`src/rtl/irq_prio_pkg.sv`:
```
package irq_prio_pkg;
  localparam int DATA_W = 8;
  localparam int LINES = DATA_W;
  localparam int IDX_W = $clog2(LINES);
  localparam int BASE_W = DATA_W - IDX_W;
  localparam int INIT_BIT = 4;
  localparam logic [DATA_W-1:0] CMD_EOI = 8'h20;
  localparam logic [DATA_W-1:0] CMD_SHOW_IRR = 8'h0A;
  localparam logic [DATA_W-1:0] CMD_SHOW_ISR = 8'h0B;

  typedef enum logic [1:0] {
    ST_READY,
    ST_BASE,
    ST_CASC,
    ST_MODE
  } initState_t;

  typedef struct packed {
    logic initClr;
    logic eoi;
    logic maskWr;
  } dpStrobe_t;

  typedef struct packed {
    logic levelMode;
    logic autoEoi;
    logic single;
    logic [BASE_W-1:0] vecBase;
    logic [LINES-1:0] casMap;
    logic showIsr;
    logic ready;
  } cfg_t;
endpackage

```
`src/rtl/irq_prio_ctrl.sv`:
```
module irq_prio_ctrl
  import irq_prio_pkg::*;
(
  input  logic              clk,
  input  logic              rstN,
  input  logic              busWr,
  input  logic              busAddr,
  input  logic [DATA_W-1:0] busWrData,
  output dpStrobe_t         strobe,
  output cfg_t              cfg
);
  initState_t state;
  logic wantMode;
  logic levelMode, autoEoi, single, showIsr;
  logic [BASE_W-1:0] vecBase;
  logic [LINES-1:0] casMap;

  logic ctrlWr, dataWr, startInit, isReady;
  assign ctrlWr    = busWr & ~busAddr;
  assign dataWr    = busWr & busAddr;
  assign startInit = ctrlWr & busWrData[INIT_BIT];
  assign isReady   = (state == ST_READY);

  always_ff @(posedge clk) begin
    if (!rstN) begin
      state     <= ST_READY;
      wantMode  <= 1'b0;
      levelMode <= 1'b0;
      autoEoi   <= 1'b0;
      single    <= 1'b1;
      showIsr   <= 1'b0;
      vecBase   <= '0;
      casMap    <= '0;
    end else if (startInit) begin
      state     <= ST_BASE;
      wantMode  <= busWrData[0];
      single    <= busWrData[1];
      levelMode <= busWrData[3];
      autoEoi   <= 1'b0;
      showIsr   <= 1'b0;
    end else begin
      unique case (state)
        ST_BASE: if (dataWr) begin
          vecBase <= busWrData[DATA_W-1:IDX_W];
          if (!single) state <= ST_CASC;
          else state <= wantMode ? ST_MODE : ST_READY;
        end
        ST_CASC: if (dataWr) begin
          casMap <= busWrData;
          state  <= wantMode ? ST_MODE : ST_READY;
        end
        ST_MODE: if (dataWr) begin
          autoEoi <= busWrData[1];
          state   <= ST_READY;
        end
        default: if (ctrlWr) begin
          if (busWrData == CMD_SHOW_IRR) showIsr <= 1'b0;
          else if (busWrData == CMD_SHOW_ISR) showIsr <= 1'b1;
        end
      endcase
    end
  end

  always_comb begin
    strobe.initClr = startInit;
    strobe.eoi     = isReady & ctrlWr & (busWrData == CMD_EOI);
    strobe.maskWr  = isReady & dataWr;
    cfg.levelMode  = levelMode;
    cfg.autoEoi    = autoEoi;
    cfg.single     = single;
    cfg.vecBase    = vecBase;
    cfg.casMap     = casMap;
    cfg.showIsr    = showIsr;
    cfg.ready      = isReady;
  end
endmodule

```
`src/rtl/irq_prio_dp.sv`:
```
module irq_prio_dp
  import irq_prio_pkg::*;
(
  input  logic              clk,
  input  logic              rstN,
  input  logic              roleIsPrimary,
  input  logic [DATA_W-1:0] busWrData,
  input  dpStrobe_t         strobe,
  input  cfg_t              cfg,
  input  logic [LINES-1:0]  irqReq,
  input  logic              ackIn,
  input  logic [IDX_W-1:0]  casIn,
  input  logic              casInValid,
  output logic              intReq,
  output logic [DATA_W-1:0] vecOut,
  output logic              vecValid,
  output logic [IDX_W-1:0]  casOut,
  output logic              casOutValid,
  output logic [LINES-1:0]  irrQ,
  output logic [LINES-1:0]  isrQ,
  output logic [LINES-1:0]  maskQ
);
  logic [LINES-1:0] irqPrev, irr, isr, mask;
  logic [LINES-1:0] allowed, cand, winHot, isrLowHot, irrNext, setIsr, clrIsr;
  logic [IDX_W-1:0] winIdx;
  logic anyCand, casMatch, respond, toSecondary, take;

  // an input may interrupt only if no in-service bit sits at or above it
  for (genvar g = 0; g < LINES; g++) begin : g_allow
    assign allowed[g] = ~|isr[g:0];
  end

  assign cand    = irr & ~mask & allowed;
  assign anyCand = |cand;

  always_comb begin
    winIdx = '0;
    for (int k = LINES - 1; k >= 0; k--) begin
      if (cand[k]) winIdx = IDX_W'(k);
    end
  end

  assign winHot      = anyCand ? (LINES'(1) << winIdx) : '0;
  assign isrLowHot   = isr & (~isr + LINES'(1));
  assign casMatch    = casInValid && (casIn == cfg.casMap[IDX_W-1:0]);
  assign respond     = ackIn && (cfg.single || roleIsPrimary || casMatch);
  assign toSecondary = roleIsPrimary && !cfg.single && anyCand && cfg.casMap[winIdx];
  assign take        = respond && anyCand;
  assign casOutValid = ackIn && toSecondary;
  assign casOut      = casOutValid ? winIdx : '0;

  assign irrNext = cfg.levelMode ? irqReq
                 : ((irr & ~(take ? winHot : '0)) | (irqReq & ~irqPrev));
  assign setIsr  = (take && !cfg.autoEoi) ? winHot : '0;
  assign clrIsr  = strobe.eoi ? isrLowHot : '0;

  always_ff @(posedge clk) begin
    if (!rstN) begin
      irqPrev  <= '0;
      irr      <= '0;
      isr      <= '0;
      mask     <= '1;
      vecValid <= 1'b0;
      vecOut   <= '0;
    end else begin
      irqPrev  <= irqReq;
      vecValid <= respond && !toSecondary;
      if (respond && !toSecondary)
        vecOut <= {cfg.vecBase, anyCand ? winIdx : {IDX_W{1'b1}}};
      if (strobe.initClr) begin
        irr  <= '0;
        isr  <= '0;
        mask <= '0;
      end else begin
        irr <= irrNext;
        isr <= (isr & ~clrIsr) | setIsr;
        if (strobe.maskWr) mask <= busWrData;
      end
    end
  end

  assign intReq = anyCand;
  assign irrQ   = irr;
  assign isrQ   = isr;
  assign maskQ  = mask;
endmodule

```
`src/rtl/irq_prio_unit.sv`:
```
module irq_prio_unit
  import irq_prio_pkg::*;
(
  input  logic              clk,
  input  logic              rstN,
  input  logic              roleIsPrimary,
  input  logic              busWr,
  input  logic              busAddr,
  input  logic [DATA_W-1:0] busWrData,
  output logic [DATA_W-1:0] busRdData,
  input  logic [LINES-1:0]  irqReq,
  output logic              intReq,
  input  logic              ackIn,
  output logic [DATA_W-1:0] vecOut,
  output logic              vecValid,
  output logic [IDX_W-1:0]  casOut,
  output logic              casOutValid,
  input  logic [IDX_W-1:0]  casIn,
  input  logic              casInValid
);
  dpStrobe_t strobe;
  cfg_t cfg;
  logic [LINES-1:0] irrQ, isrQ, maskQ;
  logic cfgReady;

  irq_prio_ctrl u_ctrl (
    .clk(clk), .rstN(rstN), .busWr(busWr), .busAddr(busAddr),
    .busWrData(busWrData), .strobe(strobe), .cfg(cfg)
  );

  irq_prio_dp u_dp (
    .clk(clk), .rstN(rstN), .roleIsPrimary(roleIsPrimary), .busWrData(busWrData),
    .strobe(strobe), .cfg(cfg), .irqReq(irqReq), .ackIn(ackIn),
    .casIn(casIn), .casInValid(casInValid), .intReq(intReq),
    .vecOut(vecOut), .vecValid(vecValid), .casOut(casOut),
    .casOutValid(casOutValid), .irrQ(irrQ), .isrQ(isrQ), .maskQ(maskQ)
  );

  assign cfgReady  = cfg.ready;
  assign busRdData = busAddr ? maskQ : (cfg.showIsr ? isrQ : irrQ);
endmodule

```
`config.mk`:
```
export PLATFORM = sky130hd
export DESIGN_NAME = irq_prio_unit
export DESIGN_NICKNAME = d
export VERILOG_FILES = /design/src/rtl/irq_prio_pkg.sv /design/src/rtl/irq_prio_ctrl.sv /design/src/rtl/irq_prio_dp.sv /design/src/rtl/irq_prio_unit.sv
export SDC_FILE = /design/constraint.sdc
export NUM_CORES = 1
export LEC_CHECK = 0
export BUFFER_PORTS_ARGS = -buffer_cell sky130_fd_sc_hd__buf_2
export CORE_ASPECT_RATIO = 0.6
export CORE_MARGIN = 1
export CORE_UTILIZATION = 25
export DETAILED_ROUTE_END_ITERATION = 16
export HOLD_SLACK_MARGIN = 0.02
export PLACE_DENSITY_LB_ADDON = 0.25
export SETUP_SLACK_MARGIN = 0.15
export SLEW_MARGIN = 10
export SYNTH_ARGS = -nofsm -noshare
export SYNTH_HDL_FRONTEND = slang
export SYNTH_HIERARCHICAL = 1
export SYNTH_SLANG_ARGS = --single-unit
export TNS_END_PERCENT = 30
```
`constraint.sdc`:
```
create_clock -name clk -period 7.5 [get_ports clk]
set_input_delay 1.5 -clock clk [delete_from_list [all_inputs] [get_ports clk]]
set_output_delay 1.5 -clock clk [all_outputs]
set_load 0.1 [all_outputs]
```
==> results.yml <==
die:
  die_w_um: 149.4
  num_rows: 31
  die-height_um: 90.46
  design.portCount: 48
  floorplan.die_area_mm2: 0.01352
  effective_utilization_at_floorplan_pct: 26.35
  core_area_mm2: 0.01237
sta:
  max_transition_viols_final: 0
  final.period_utilization_pct: 68.03
  slew-limit-headroom_pct: 40.22
  fin_tns_setup_ns: 0
  setup_viol: 0
  hold_violations: 0
  max_freq_mhz: 196.0
  setup_ws_ns: 2.398
  rsz0062_at_grt: "no"
  skew_ns: 0.005418
  finalCriticalPeriod_ns: 5.102
  max_slew.worst_pin.slew_ns: 0.8885
routing:
  routed-via-count: 2897
  firstDrtPassIters: 4
  antenna_violating_nets_post_route: 0
  route.detailed.drc: 0
  dr.first_iter.drc_count: 166
  drt-total-wl_um: 9643
  average_routed_wire_per_standard_cell_um: 16.80
  vias_per_cell: 5.047
worst_setup_path:
  cp-endpoint: "casOut[2]"
  crit_path_end_kind: "output pin"
  r2r_setup_slack_ns: 4.49
  worst_r2r_path_depth: 6
  arrival_ns: 3.60
  worst-path-max-fanout: 9
  worst_r2r_endpoint: "u_dp/vecOut[1]$_SDFFE_PN0P_"
  critical_path_required_ns: 6.00
  category_of_the_worst_setup_path_launch_point: "flip-flop"
  timing_worst_setup_path_type: "reg -> out"
  rr_startpoint: "u_dp/irrQ[0]$_SDFF_PP0_"
  timing.critical_path.from: "u_dp/irrQ[7]$_SDFF_PP0_"
clocking:
  clock_insertion_delay_worst_skew_ns: 0.33
  cts_hold_buf: 0
  postCtsResizedCells: 0
  cts-buffers-inserted: 9
  clkSinkCount: 61
  ctsRootBufferMaster: "clkbuf_16"
  postCtsSetupBuffers: 0
  cts-htree-levels: 3
  cts.reportedPaths.clkPinSlew_ns: 0.05
  tritoncts: "built"
  clock_tree.buffer_depth: 2
placed_design:
  dp.final_hpwl_um: 7344
  placement.cell_area_mm2: 0.003600
  post-place-ws_ns: 2.679
  port_buffers: 47
  place.gp.congestion: 0.8624
power:
  ir_drop_worst_vdd_v: 0.0001298
  share_comb_of_total_power_pct: 18.1
  p_leak_nw: 1.591
  powerDensity_mw_per_mm2: 238.4
  power_frac_seq_pct: 38.0
  total_power_w: 0.0009283
  swShare_pct: 30.28
  power.clock.fraction_pct: 43.9
  p_int_w: 0.0006472
  p_switching_w: 0.0002811
global_route:
  wire_length_of_the_first_global_routing_pass_um: 15260
  grt_pass1_vias: 2675
  grt_util_all_layers_pct: 14.99
  grt_start_max_net_pins: 49
  grt_antenna_before_repair: 0
  grt-ovfl-total: 0
finish:
  n_antenna_cell: 0
  finalNetCount: 435
  finalInstanceArea_mm2: 0.003894
  syn_to_final_growth_pct: 19.42
  final_core_util_pct: 31.47
  post_route_cells_drive_above_1_share_pct: 21.76
synthesis:
  synthCells: 361
  avgSynthCellArea_um2: 9.032
  netlist_area_mm2: 0.003261
  mappedNetlistNets: 392
  yosysWarningCount: 6
worst_hold_path:
  hold_path.startpoint: "u_dp/vecOut[7]$_SDFFE_PN0P_"
  hold_class: "reg -> reg"
outcome:
  outcome: "complete, no violations"
run:
  max-cap-violations: 0
==> final cells by class <==
| cell class | count | area [um2] |
|---|---|---|
| sequential | 61 | 1221 |
| tap | 165 | 206.4 |
| clock inverter | 4 | 47.55 |
| multi-input combinational | 264 | 1851 |
| inverter | 19 | 71.32 |
| clock buffer | 12 | 246.5 |
| timing repair buffer | 49 | 250.2 |
| fill | 1325 | 8479 |
==> power groups by stage <==
stage	registers (W)	clock network (W)	logic (W)
3_5_place_dp	0.000359	0	0.000166
3_3_place_gp	0.000359	0	0.000164
2_1_floorplan	0.000369	0	0.000111
6_report	0.000353	0.000407	0.000168
5_1_grt	0.000354	0.000430	0.000178
4_1_cts	0.000352	0.000419	0.000166
==> routing by layer <==
metal	global-route usage [%]	part of all wire (%)	wire, um
met5	0	0	0
met3	5.152	7.9	763
met4	3.571	0.73	70
met2	17.75	35	3418
met1	24.15	56	5391
==> critical path, cell delays in order (launching register included) <==
cell and delay (ns):
dfxtp_1 0.43, or3b_2 0.50, a2111oi_2 0.67, a22oi_2 0.30
a32oi_2 0.40, o21ai_0 0.30, nor3_1 0.22, buf_2 0.46
==> worst min-delay path by stage <==
| stage | endpoint | slack (ns) | depth (start not counted) |
|---|---|---|---|
| 6_report | u_dp/vecOut[7]$_SDFFE_PN0P_ | 0.45 | 2 |
| 5_1_grt | u_dp/vecOut[4]$_SDFFE_PN0P_ | 0.47 | 2 |
| 4_1_cts | u_dp/vecOut[7]$_SDFFE_PN0P_ | 0.46 | 2 |
| 3_5_place_dp | u_dp/vecOut[7]$_SDFFE_PN0P_ | 0.45 | 2 |
| 3_3_place_gp | u_dp/vecOut[3]$_SDFFE_PN0P_ | 0.44 | 2 |
| 2_1_floorplan | u_dp/vecOut[6]$_SDFFE_PN0P_ | 0.44 | 2 |
==> stage by stage <==
stage,hold slack (ns),std cells
finish,0.4499,574
global route,0.4729,574
CTS,0.4568,574
detailed placement,0.4478,558
global placement,0.4443,558
floorplan,0.4377,361
==> cell usage in the layout (no fill, tap or decap), drive strengths merged, types with 4 or more instances in the layout <==
| master | count |
|---|---|
| nor4b | 4 |
| nor4 | 4 |
| and2 | 9 |
| inv | 19 |
| nor2b | 16 |
| and2b | 4 |
| nor3 | 4 |
| buf | 49 |
| o21ai | 32 |
| a21oi | 19 |
| nand2 | 42 |
| nor2 | 20 |
| nand3 | 8 |
| mux2i | 39 |
| dfxtp | 61 |
| o311ai | 6 |
| ha | 5 |
| clkbuf | 12 |
| a22oi | 5 |
==> registers in the layout (all words and copies together) (netlist names) <==
signal            count
u_ctrl/autoEoi        1
u_ctrl/casMap         8
u_ctrl/levelMode      1
u_ctrl/showIsr        1
u_ctrl/single         1
u_ctrl/state          2
u_ctrl/vecBase        5
u_ctrl/wantMode       1
u_dp/irqPrev          8
u_dp/irrQ             8
u_dp/isrQ             8
u_dp/maskQ            8
u_dp/vecOut           8
u_dp/vecValid         1
Power figures use the tool's default switching activity.
